==> config.mk <==
export PLATFORM = sky130hd
export DESIGN_NAME = pwr_seq_ctrl
export DESIGN_NICKNAME = d
export VERILOG_FILES = /design/src/rtl/pwr_seq_pkg.sv /design/src/rtl/seq_delay.sv /design/src/rtl/seq_wake_hold.sv /design/src/rtl/seq_fsm.sv /design/src/rtl/pwr_seq_ctrl.sv
export SDC_FILE = /design/constraint.sdc
export NUM_CORES = 1
export LEC_CHECK = 0
export CAP_MARGIN = 20
export CORE_UTILIZATION = 58
export CTS_CLUSTER_SIZE = 14
export DETAILED_ROUTE_END_ITERATION = 16
export PLACE_DENSITY_LB_ADDON = 0.08
export SLEW_MARGIN = 40
export SYNTH_ARGS = -nofsm -noshare
export SYNTH_HDL_FRONTEND = slang
export SYNTH_SLANG_ARGS = --single-unit
==> constraint.sdc <==
create_clock -name clk -period 2.24 [get_ports clk]
set_input_delay 0.224 -clock clk [delete_from_list [all_inputs] [get_ports clk]]
set_output_delay 0.224 -clock clk [all_outputs]
set_load 0.005 [all_outputs]
==> src/rtl/pwr_seq_pkg.sv <==
// Package: shared state encoding and delay-channel indices for the sequencer.
// Assumes: one bus-rate clock domain; all outputs active low.
package pwr_seq_pkg;

    localparam int NUM_DLY  = 3;
    localparam int DLY_SLOW = 0;   // slow real-time tick channel
    localparam int DLY_BUS  = 1;   // bus clock channel
    localparam int DLY_US   = 2;   // microsecond tick channel

    typedef enum logic [4:0] {
        S_OFF,        // standby rail down or resume reset held
        S_RSM_DLY,    // counting slow ticks after resume release
        S_WAIT_MAIN,  // strobes released, waiting for main rail
        S_WAIT_PWROK, // CPU sleep released, waiting for power-OK
        S_RST_DLY,    // counting microseconds before bus reset release
        S_STP_DLY,    // counting bus clocks before stop-clock release
        S_ON,         // fully running
        S_WAIT_GNT,   // stop-clock asserted, waiting for stop-grant
        S_CPU_DLY,    // counting bus clocks before CPU sleep
        S_STAT_DLY,   // counting slow ticks before suspend status
        S_BRST_DLY,   // counting slow ticks before bus reset
        S_SHL_DLY,    // counting slow ticks before shallow strobe
        S_DEEP_DLY,   // counting slow ticks before deep strobe
        S_SLEEP,      // asleep, waiting for wake
        S_WDEEP_DLY,  // wake: counting before deep strobe release
        S_WSHL_DLY    // wake: counting before shallow strobe release
    } seq_state_e;

endpackage

==> src/rtl/seq_delay.sv <==
// Module: seq_delay
// Loadable down-counter of tick enables. A start pulse loads the target, and
// done pulses combinationally in the cycle of the target-th tick after the
// load. Assumes target >= 1; start takes priority over an ongoing count.
module seq_delay #(
    parameter int CW = 10
) (
    input  logic          clk,
    input  logic          rst_n,
    input  logic          clr,
    input  logic          start,
    input  logic [CW-1:0] target,
    input  logic          tick,
    output logic          done
);
    logic [CW-1:0] cnt;
    logic          busy;

    assign done = busy && tick && (cnt == CW'(1));

    // Load on start, count down on each tick, stop after the final one.
    always_ff @(posedge clk) begin
        if (!rst_n || clr) begin
            busy <= 1'b0;
            cnt  <= '0;
        end else if (start) begin
            busy <= 1'b1;
            cnt  <= target;
        end else if (done) begin
            busy <= 1'b0;
            cnt  <= '0;
        end else if (busy && tick) begin
            cnt <= cnt - CW'(1);
        end
    end

    AST_LOAD_NONZERO: assert property (@(posedge clk) disable iff (!rst_n)
        start |-> (target != '0));

endmodule

==> src/rtl/seq_wake_hold.sv <==
// Module: seq_wake_hold
// Holds a wake event that arrives during the suspend-entry window until the
// sequencer consumes it. Wakes outside the window are dropped.
module seq_wake_hold (
    input  logic clk,
    input  logic rst_n,
    input  logic clr,
    input  logic wake,
    input  logic capture_en,
    input  logic consume,
    output logic pending
);
    // Set on a wake inside the window, clear when taken.
    always_ff @(posedge clk) begin
        if (!rst_n || clr)               pending <= 1'b0;
        else if (consume)                pending <= 1'b0;
        else if (wake && capture_en)     pending <= 1'b1;
    end

    AST_PEND_IN_WINDOW: assert property (@(posedge clk) disable iff (!rst_n)
        $rose(pending) |-> $past(capture_en));

endmodule

==> src/rtl/seq_fsm.sv <==
// Module: seq_fsm
// Main sequencing state machine. It issues start pulses and targets to the
// three delay channels on each transition and decodes the six active-low
// outputs from its state. Assumes the delay channels report done in the
// cycle of the final tick.
module seq_fsm
    import pwr_seq_pkg::*;
#(
    parameter int CW         = 10,
    parameter int RSM_TICKS  = 2,
    parameter int STAT_TICKS = 1,
    parameter int BRST_TICKS = 3,
    parameter int SHL_TICKS  = 2,
    parameter int DEEP_TICKS = 2,
    parameter int WAKE_TICKS = 3,
    parameter int CPU_CLKS   = 8,
    parameter int STP_CLKS   = 2,
    parameter int RST_US     = 1000
) (
    input  logic                        clk,
    input  logic                        rst_n,
    input  logic                        susp_good,
    input  logic                        rsm_rel,
    input  logic                        main_good,
    input  logic                        pwr_ok,
    input  logic                        wake_any,
    input  logic                        sleep_req,
    input  logic                        sleep_deep,
    input  logic                        stop_grant,
    input  logic [NUM_DLY-1:0]          dly_done,
    output logic [NUM_DLY-1:0]          dly_start,
    output logic [NUM_DLY-1:0][CW-1:0]  dly_target,
    output logic                        entry_win,
    output logic                        wake_take,
    output logic                        slp_shallow_n,
    output logic                        slp_deep_n,
    output logic                        susp_stat_n,
    output logic                        bus_rst_n,
    output logic                        cpu_slp_n,
    output logic                        stpclk_n
);
    seq_state_e st, st_nx;
    logic       deep_lvl, deep_nx;

    // Next-state logic with delay-channel start requests.
    always_comb begin
        st_nx      = st;
        deep_nx    = deep_lvl;
        dly_start  = '0;
        dly_target = '0;
        if (!susp_good) begin
            st_nx = S_OFF;
        end else begin
            unique case (st)
                S_OFF: if (rsm_rel) begin
                    st_nx = S_RSM_DLY;
                    dly_start[DLY_SLOW]  = 1'b1;
                    dly_target[DLY_SLOW] = CW'(RSM_TICKS);
                end
                S_RSM_DLY:    if (dly_done[DLY_SLOW]) st_nx = S_WAIT_MAIN;
                S_WAIT_MAIN:  if (main_good) st_nx = S_WAIT_PWROK;
                S_WAIT_PWROK: if (pwr_ok) begin
                    st_nx = S_RST_DLY;
                    dly_start[DLY_US]  = 1'b1;
                    dly_target[DLY_US] = CW'(RST_US);
                end
                S_RST_DLY: if (dly_done[DLY_US]) begin
                    st_nx = S_STP_DLY;
                    dly_start[DLY_BUS]  = 1'b1;
                    dly_target[DLY_BUS] = CW'(STP_CLKS);
                end
                S_STP_DLY: if (dly_done[DLY_BUS]) st_nx = S_ON;
                S_ON: if (sleep_req) begin
                    st_nx   = S_WAIT_GNT;
                    deep_nx = sleep_deep;
                end
                S_WAIT_GNT: if (stop_grant) begin
                    st_nx = S_CPU_DLY;
                    dly_start[DLY_BUS]  = 1'b1;
                    dly_target[DLY_BUS] = CW'(CPU_CLKS);
                end
                S_CPU_DLY: if (dly_done[DLY_BUS]) begin
                    st_nx = S_STAT_DLY;
                    dly_start[DLY_SLOW]  = 1'b1;
                    dly_target[DLY_SLOW] = CW'(STAT_TICKS);
                end
                S_STAT_DLY: if (dly_done[DLY_SLOW]) begin
                    st_nx = S_BRST_DLY;
                    dly_start[DLY_SLOW]  = 1'b1;
                    dly_target[DLY_SLOW] = CW'(BRST_TICKS);
                end
                S_BRST_DLY: if (dly_done[DLY_SLOW]) begin
                    st_nx = S_SHL_DLY;
                    dly_start[DLY_SLOW]  = 1'b1;
                    dly_target[DLY_SLOW] = CW'(SHL_TICKS);
                end
                S_SHL_DLY: if (dly_done[DLY_SLOW]) begin
                    if (deep_lvl) begin
                        st_nx = S_DEEP_DLY;
                        dly_start[DLY_SLOW]  = 1'b1;
                        dly_target[DLY_SLOW] = CW'(DEEP_TICKS);
                    end else begin
                        st_nx = S_SLEEP;
                    end
                end
                S_DEEP_DLY: if (dly_done[DLY_SLOW]) st_nx = S_SLEEP;
                S_SLEEP: if (wake_any) begin
                    st_nx = deep_lvl ? S_WDEEP_DLY : S_WSHL_DLY;
                    dly_start[DLY_SLOW]  = 1'b1;
                    dly_target[DLY_SLOW] = CW'(WAKE_TICKS);
                end
                S_WDEEP_DLY: if (dly_done[DLY_SLOW]) begin
                    st_nx = S_WSHL_DLY;
                    dly_start[DLY_SLOW]  = 1'b1;
                    dly_target[DLY_SLOW] = CW'(WAKE_TICKS);
                end
                S_WSHL_DLY: if (dly_done[DLY_SLOW]) st_nx = S_WAIT_MAIN;
                default: st_nx = S_OFF;
            endcase
        end
    end

    // State and latched sleep level registers.
    always_ff @(posedge clk) begin
        if (!rst_n) begin
            st       <= S_OFF;
            deep_lvl <= 1'b0;
        end else begin
            st       <= st_nx;
            deep_lvl <= deep_nx;
        end
    end

    assign entry_win = (st inside {S_WAIT_GNT, S_CPU_DLY, S_STAT_DLY,
                                   S_BRST_DLY, S_SHL_DLY, S_DEEP_DLY});
    assign wake_take = (st == S_SLEEP) && susp_good && wake_any;

    // Output decode per state (0 = asserted).
    always_comb begin
        {slp_shallow_n, slp_deep_n, susp_stat_n, bus_rst_n, cpu_slp_n, stpclk_n} = 6'b111111;
        unique case (st)
            S_OFF, S_RSM_DLY:           {slp_shallow_n, slp_deep_n, susp_stat_n, bus_rst_n, cpu_slp_n, stpclk_n} = 6'b000000;
            S_WAIT_MAIN:                {slp_shallow_n, slp_deep_n, susp_stat_n, bus_rst_n, cpu_slp_n, stpclk_n} = 6'b111000;
            S_WAIT_PWROK, S_RST_DLY:    {slp_shallow_n, slp_deep_n, susp_stat_n, bus_rst_n, cpu_slp_n, stpclk_n} = 6'b111010;
            S_STP_DLY:                  {slp_shallow_n, slp_deep_n, susp_stat_n, bus_rst_n, cpu_slp_n, stpclk_n} = 6'b111110;
            S_ON:                       {slp_shallow_n, slp_deep_n, susp_stat_n, bus_rst_n, cpu_slp_n, stpclk_n} = 6'b111111;
            S_WAIT_GNT, S_CPU_DLY:      {slp_shallow_n, slp_deep_n, susp_stat_n, bus_rst_n, cpu_slp_n, stpclk_n} = 6'b111110;
            S_STAT_DLY:                 {slp_shallow_n, slp_deep_n, susp_stat_n, bus_rst_n, cpu_slp_n, stpclk_n} = 6'b111100;
            S_BRST_DLY:                 {slp_shallow_n, slp_deep_n, susp_stat_n, bus_rst_n, cpu_slp_n, stpclk_n} = 6'b110100;
            S_SHL_DLY:                  {slp_shallow_n, slp_deep_n, susp_stat_n, bus_rst_n, cpu_slp_n, stpclk_n} = 6'b110000;
            S_DEEP_DLY:                 {slp_shallow_n, slp_deep_n, susp_stat_n, bus_rst_n, cpu_slp_n, stpclk_n} = 6'b010000;
            S_SLEEP:                    {slp_shallow_n, slp_deep_n, susp_stat_n, bus_rst_n, cpu_slp_n, stpclk_n} = {1'b0, !deep_lvl, 4'b0000};
            S_WDEEP_DLY:                {slp_shallow_n, slp_deep_n, susp_stat_n, bus_rst_n, cpu_slp_n, stpclk_n} = 6'b000000;
            S_WSHL_DLY:                 {slp_shallow_n, slp_deep_n, susp_stat_n, bus_rst_n, cpu_slp_n, stpclk_n} = 6'b010000;
            default:                    {slp_shallow_n, slp_deep_n, susp_stat_n, bus_rst_n, cpu_slp_n, stpclk_n} = 6'b000000;
        endcase
    end

    AST_OFF_ALL_ACTIVE: assert property (@(posedge clk) disable iff (!rst_n)
        !susp_good |=> ({slp_shallow_n, slp_deep_n, susp_stat_n, bus_rst_n, cpu_slp_n, stpclk_n} == 6'b000000));
    AST_BUSRST_AFTER_STROBES: assert property (@(posedge clk) disable iff (!rst_n)
        $rose(bus_rst_n) |-> (slp_shallow_n && slp_deep_n && susp_stat_n && cpu_slp_n));
    AST_STPCLK_AFTER_RST: assert property (@(posedge clk) disable iff (!rst_n)
        $rose(stpclk_n) |-> (bus_rst_n && $past(bus_rst_n)));
    AST_STAT_AFTER_CPU: assert property (@(posedge clk) disable iff (!rst_n)
        ($fell(susp_stat_n) && $past(susp_good)) |-> !$past(cpu_slp_n));
    AST_SHALLOW_AFTER_RST: assert property (@(posedge clk) disable iff (!rst_n)
        ($fell(slp_shallow_n) && $past(susp_good)) |-> !$past(bus_rst_n));
    AST_DEEP_AFTER_SHALLOW: assert property (@(posedge clk) disable iff (!rst_n)
        ($fell(slp_deep_n) && $past(susp_good)) |-> !$past(slp_shallow_n));
    AST_DEEP_RELEASED_FIRST: assert property (@(posedge clk) disable iff (!rst_n)
        $rose(slp_shallow_n) |-> slp_deep_n);

endmodule

==> src/rtl/pwr_seq_ctrl.sv <==
// Module: pwr_seq_ctrl (top)
// Platform sleep/wake power sequencer. It ties the state machine to three
// tick-counting delay channels (slow ticks, bus clocks, microsecond ticks)
// and to the pending-wake holder. Assumes tick inputs are one-cycle pulses
// synchronous to clk. A low standby rail clears all state synchronously.
module pwr_seq_ctrl
    import pwr_seq_pkg::*;
#(
    parameter int RSM_TICKS  = 2,
    parameter int STAT_TICKS = 1,
    parameter int BRST_TICKS = 3,
    parameter int SHL_TICKS  = 2,
    parameter int DEEP_TICKS = 2,
    parameter int WAKE_TICKS = 3,
    parameter int CPU_CLKS   = 8,
    parameter int STP_CLKS   = 2,
    parameter int RST_US     = 1000
) (
    input  logic clk,
    input  logic rst_n,
    input  logic susp_good,
    input  logic rsm_rel,
    input  logic main_good,
    input  logic pwr_ok,
    input  logic slow_tick,
    input  logic us_tick,
    input  logic wake,
    input  logic stop_grant,
    input  logic sleep_req,
    input  logic sleep_deep,
    output logic slp_shallow_n,
    output logic slp_deep_n,
    output logic susp_stat_n,
    output logic bus_rst_n,
    output logic cpu_slp_n,
    output logic stpclk_n
);
    localparam int MAX_CNT = (RST_US > CPU_CLKS) ? RST_US : CPU_CLKS;
    localparam int CW      = $clog2(MAX_CNT + 1);

    logic [NUM_DLY-1:0]         dly_start, dly_done, dly_tick;
    logic [NUM_DLY-1:0][CW-1:0] dly_target;
    logic                       entry_win, wake_take, wake_pend;

    assign dly_tick = {us_tick, 1'b1, slow_tick};

    for (genvar gi = 0; gi < NUM_DLY; gi++) begin : g_dly
        seq_delay #(.CW(CW)) u_dly (
            .clk    (clk),
            .rst_n  (rst_n),
            .clr    (!susp_good),
            .start  (dly_start[gi]),
            .target (dly_target[gi]),
            .tick   (dly_tick[gi]),
            .done   (dly_done[gi])
        );
    end

    seq_wake_hold u_wake (
        .clk        (clk),
        .rst_n      (rst_n),
        .clr        (!susp_good),
        .wake       (wake),
        .capture_en (entry_win),
        .consume    (wake_take),
        .pending    (wake_pend)
    );

    seq_fsm #(
        .CW(CW), .RSM_TICKS(RSM_TICKS), .STAT_TICKS(STAT_TICKS),
        .BRST_TICKS(BRST_TICKS), .SHL_TICKS(SHL_TICKS), .DEEP_TICKS(DEEP_TICKS),
        .WAKE_TICKS(WAKE_TICKS), .CPU_CLKS(CPU_CLKS), .STP_CLKS(STP_CLKS),
        .RST_US(RST_US)
    ) u_fsm (
        .clk           (clk),
        .rst_n         (rst_n),
        .susp_good     (susp_good),
        .rsm_rel       (rsm_rel),
        .main_good     (main_good),
        .pwr_ok        (pwr_ok),
        .wake_any      (wake || wake_pend),
        .sleep_req     (sleep_req),
        .sleep_deep    (sleep_deep),
        .stop_grant    (stop_grant),
        .dly_done      (dly_done),
        .dly_start     (dly_start),
        .dly_target    (dly_target),
        .entry_win     (entry_win),
        .wake_take     (wake_take),
        .slp_shallow_n (slp_shallow_n),
        .slp_deep_n    (slp_deep_n),
        .susp_stat_n   (susp_stat_n),
        .bus_rst_n     (bus_rst_n),
        .cpu_slp_n     (cpu_slp_n),
        .stpclk_n      (stpclk_n)
    );

endmodule

# Word-level counts from Yosys, hierarchy flattened
# Cells that the tools add are included.
op_classes:
  addsub: 3
  eq_ne: 33
  mux: 66
  reduce_logical: 33
op_table:
  columns: ["cell", "n"]
  rows:
  - ["two-way mux 10 bit", 12]
  - ["two-way mux 5 bit", 15]
  - ["one-hot mux 5 bit (15 select lines)", 1]
  - ["one-hot mux 10 bit (6 select lines)", 1]
  - ["equality test 5 x 4 -> 1 bit (second input constant)", 8]
  - ["equality test 10 x 1 -> 1 bit (second input constant)", 3]
  - ["two-way mux 30 bit", 1]
  - ["subtractor 10 x 1 -> 10 bit (second input constant)", 3]
  - ["!= test 2 bit (second input constant)", 13]
  - ["two-way mux 1 bit", 24]
  - ["equality test 5 x 3 -> 1 bit (second input constant)", 4]
  - ["one-hot mux 10 bit (2 select lines)", 1]
  - ["AND reduction 15 bit", 1]
  - ["two-way mux 2 bit", 6]
  - ["OR reduction 12 bit", 1]
  - ["OR reduction 6 bit", 2]
  - ["equality test 5 x 2 -> 1 bit (second input constant)", 2]
  - ["OR reduction 10 bit", 1]
  - ["nonzero test 3 bit", 3]
  - ["logical AND 1 bit", 8]
  - ["OR reduction 8 bit", 1]
  - ["nonzero test 2 bit", 3]
  - ["nonzero test 6 bit", 1]
  - ["OR reduction 2 bit", 3]
  - ["12 further kinds", 17]
word_totals:
  reg_bits: 40
  input_bits: 12
  output_inout_bits: 6
  word_cells: 144

# Logic depth before layout (Yosys ltp)
# Gate-level depths: netlist of run 1.
logic_depth:
  depth_word: 6
  ltp_mapped: 8
  ltp_nobuf: 7

# Hierarchy
# From an unflattened synthesis of run 1, not the netlist that was laid out.
unflattened:
  cells_unflattened: 395
  area_unflattened_um2: 2986.6
by_module_without_submodules:
  columns: ["module", "instances", "cells_each", "area_each_um2"]
  rows:
  - ["seq_delay", 3, 87, 680.7]
  - ["seq_fsm", 1, 128, 890.9]
  - ["seq_wake_hold", 1, 3, 40.0]
  - ["pwr_seq_ctrl", 1, 3, 13.8]

# Worst setup path after synthesis of run 1
# OpenSTA, ideal clock, no wires.
synth_path:
  path_type: "register to register"
  from: "register g_dly[1].u_dly.cnt[3]"
  to: "register u_fsm.st[1]"
  arrival_time_ps: 1938
  required_time_ps: 2121
  path_slack_ps: 183
  stages_incl_launch_ff: 6
  path_buffers: 0
  cell_sequence: "dfxtp_1 -> or4_4 -> nor4_4 -> o311ai_2 -> or3_1 -> o221a_1"
synth_between:
  elab_chain_cells: 4
  word_cells_on_any_way: 5
synth_rtl:
  columns: ["item", "line", "source"]
  rows:
  - ["start, declared", "seq_delay.sv:16", "logic [CW-1:0] cnt;"]
  - ["start signal, assigned", "seq_delay.sv:28", "cnt <= target;"]
  - ["start signal, assigned", "seq_delay.sv:33", "cnt <= cnt - CW'(1);"]
  - ["equality test 10 x 1 -> 1 bit (*)", "seq_delay.sv:19", "assign done = busy && tick && (cnt == CW'(1));"]
  - ["logical AND 1 bit (*)", "seq_delay.sv:19", null]
  - ["!= test 2 bit (no line)", null, null]
  - ["AND reduction 15 bit (no line) (*)", null, null]
  - ["end signal, assigned", "seq_fsm.sv:129", "st <= st_nx;"]
  - ["end, declared", "seq_fsm.sv:42", "seq_state_e st, st_nx;"]
# Every way passes the cells marked *; elsewhere a longest branch is shown, timed or not.
# A chain may end at the register's enable or synchronous reset.

# Worst setup path in the final report of run 1
layout_path:
  from: "register g_dly[1].u_dly.cnt[3]"
  to: "register u_fsm.st[3]"
# Same word-level chain as after synthesis.

==> flow_summary_export.csv, run 1 <==
group,metric,value,unit
pwr,power.switching,323,uW
clock_tree,clock-sinks,39,
drt,route.detailed.drc,0,
clock_tree,ctsResizeCount,0,
global_route,grt_pass1_vias,2020,
worst_setup_path,cpMaxStageDelayCell,"or4_4",
drt,vias_per_cell,5.88,
yosys,ys_seq_elements,39,
clock_tree,ctsHoldBuffers,0,
place,hpwl,3740,um
place,numPortBuffers,17,
worst_hold_path,hp-class,"reg -> reg",
pwr,ir_worst_vdd,0.319,mV
global_route,grt_remaining_overflow,0,
die,die_height,65.2,um
yosys,netlist_area,0.00232,mm2
die,core_area,0.00374,mm2
yosys,synthTopCellsByArea,"dfxtp_1, a21oi_1, nand2_1",
timing,period_minus_slack,2.11,ns
drt,antenna_left,0,
cells_and_area,area_growth,18.7,%
yosys,synth_edf_count,0,
die,start_util,0.619,
worst_setup_path,worstPathRequired,2.47,ns
global_route,grt_antenna_before_repair,0,
worst_setup_path,slowest_delay,0.56,ns
die,io_pins,18,
die,die-area,0.00425,mm2
die,die_w,65.2,um
clock_tree,clock_latency,0.30,ns
yosys,yosys_warnings,0,
timing,drv_slew,0,
pwr,swShare,0.225,
yosys,ys_async_sr_fraction,0,
pwr,power_density,522,mW/mm2
timing,setup_tns,0,ns
yosys,syn_nets,313,
yosys,ys_types,49,
die,rows,22,
cells_and_area,fin_nets,339,
clock_tree,cts_tree,"yes",
clock_tree,htree_levels,2,
global_route,grt_max_degree,15,
yosys,syn_avg_cell_area,7.86,um2
worst_setup_path,path_class,"reg -> reg",
timing,tightestPinTransition,0.583,ns
timing,fmax,473,MHz
cells_and_area,fin_util,0.735,
worst_setup_path,cp-end-kind,"flip-flop",
worst_setup_path,cp.arrival,2.35,ns
timing,relSlewSlack,0.611,
worst_setup_path,crit_chain,"or4_4, nor4_4, o311ai_2, buf_4, nor4_2, mux2i_1",
clock_tree,cts_made_buffers,5,
cells_and_area,fillers,320,
timing,skew,0.00393,ns
clock_tree,cts-root-buf,"clkbuf_8",
global_route,grt_use_total,0.270,
cells_and_area,n_antenna_cell,0,
drt,routed_wl,5200,um
pwr,leakagePower,0.000964,uW
yosys,yosysSeqAreaShare,0.337,
yosys,yosysTopAreaCell,"dfxtp_1",
place,place.gp.congestion,0.908,
worst_setup_path,worstPathMaxFanout,5,
worst_setup_path,start_kind,"flip-flop",
clock_tree,cts_max_path_buffers,2,
timing,hold_viol_final,0,
yosys,yosys_most_used_dff,"dfxtp_1",
pwr,pwr-share-clk,0.427,
drt,drt_iter0_markers,113,
drt,wl_per_cell,14.1,um
yosys,ys_top_cells_by_count,"dfxtp_1, nand2_1, a21oi_1",
pwr,internal-power,1110,uW
run,cap_viol_max_count,0,
timing,setup_violations,0,
pwr,power,1440,uW
pwr,combPwrFrac,0.083,
pwr,seqPwrFrac,0.490,
cells_and_area,final_area,0.00275,mm2
drt,vias,2177,
status,status,"completed",
place,placed_cell_area,0.00261,mm2
drt,dr.pass1.iters,4,
yosys,synth_cells,295,
yosys,yosysMostFrequentCell,"dfxtp_1",
clock_tree,clkTransAtPathRegs,0.08,ns
timing,finalCritPeriodShare,0.943,
clock_tree,post_cts_buffers,0,
global_route,grt_pass1_wl,8900,um
yosys,synth_top_area_share,0.337,
cells_and_area,layout-drive-gt1-share,0.124,
[final cells by class]
cell class,instances,area [um2],area share
clock buffers,6,82.6,0.0300
inverters,10,37.5,0.0136
clock inverters,2,35.0,0.0127
well taps,48,60.1,0.0218
repair buffers,31,275,0.100
flip-flops and latches,39,782,0.284
multi-input cells,234,1480,0.538
[routing by layer]
metal / vias to the layer above / GRT usage / share of wire
met5: - / 0 / 0
met4: 0 / 0.0978 / 0.013
met3: 6 / 0.0521 / 0.041
met2: 45 / 0.456 / 0.47
met1: 1001 / 0.339 / 0.47
li1: 1125 / - / -
[flip-flops by register name, summed over array words and instances (netlist names)]
name and cells:
g_dly.u_dly.cnt 30, u_wake.pending 1, u_fsm.st 4, u_fsm.deep_lvl 1
g_dly.u_dly.busy 3
[critical path: cells and delay by family (launching register included)]
family	cells	cell delay, ns
AOI/OAI and AO/OA	1	0.14
buffers and inverters	1	0.18
DFF	1	0.35
and+or+nand+nor	3	1.16
muxes	1	0.21
[final timing paths]
kind	slack [ns]	to	depth (start not counted)	start
setup / recovery	0.13	u_fsm.st[3]	6	g_dly[1].u_dly.cnt[3]
hold / removal	0.49	g_dly[1].u_dly.cnt[9]	2	g_dly[1].u_dly.cnt[9]
setup reg to reg	0.13	u_fsm.st[3]	6	g_dly[1].u_dly.cnt[3]
hold reg to reg	0.49	g_dly[1].u_dly.cnt[9]	2	g_dly[1].u_dly.cnt[9]
[cells by family after synthesis]
kind of cell | Yosys count | synth area share
and+or+nand+nor | 146 | 0.348
AOI/OAI and AO/OA | 63 | 0.170
DFF | 39 | 0.337
buffers and inverters | 22 | 0.0367
xor gates and xnor gates | 11 | 0.0416
muxes | 8 | 0.0345
adders and majority gates | 6 | 0.0324
[power by group through the flow]
stage | clock, uW | combinational (uW) | sequential (uW)
after floorplan | 0 | 64.5 | 718
after global placement | 0 | 115 | 721
after detailed placement | 0 | 116 | 720
after CTS | 628 | 117 | 704
after global routing | 644 | 132 | 705
final | 614 | 119 | 704
[cell usage in the layout (no fill, tap or decap), drive strengths merged, types with 9 or more instances in the layout]
cell type      synthesis  layout
dfxtp                 39      39
nand2                 27      27
inv                   10      10
nand2b                 9       9
buf                    3      14
clkdlybuf4s50          0      17
or3                   10      10
nor2                  21      21
a21oi                 23      23
nor3                  18      18
nand3                 14      14
o21ai                 16      16
nor4                  11      11
[per-stage QoR]
step,worst slack [ns],hold slack [ns],cells
after floorplan,0.183,0.352,295
after global placement,0.171,0.465,362
after detailed placement,0.0924,0.475,362
after CTS,0.0773,0.489,370
after global routing,-0.0194,0.524,370
final,0.127,0.489,370
Note: power is estimated with default switching activity, not from simulation.
==> run 2, diff against run 1 <==
- GPL_ROUTABILITY_DRIVEN: not set -> 0
==> results of run 2 <==
The final DEF is identical to that of run 1; final timing and power are the same.
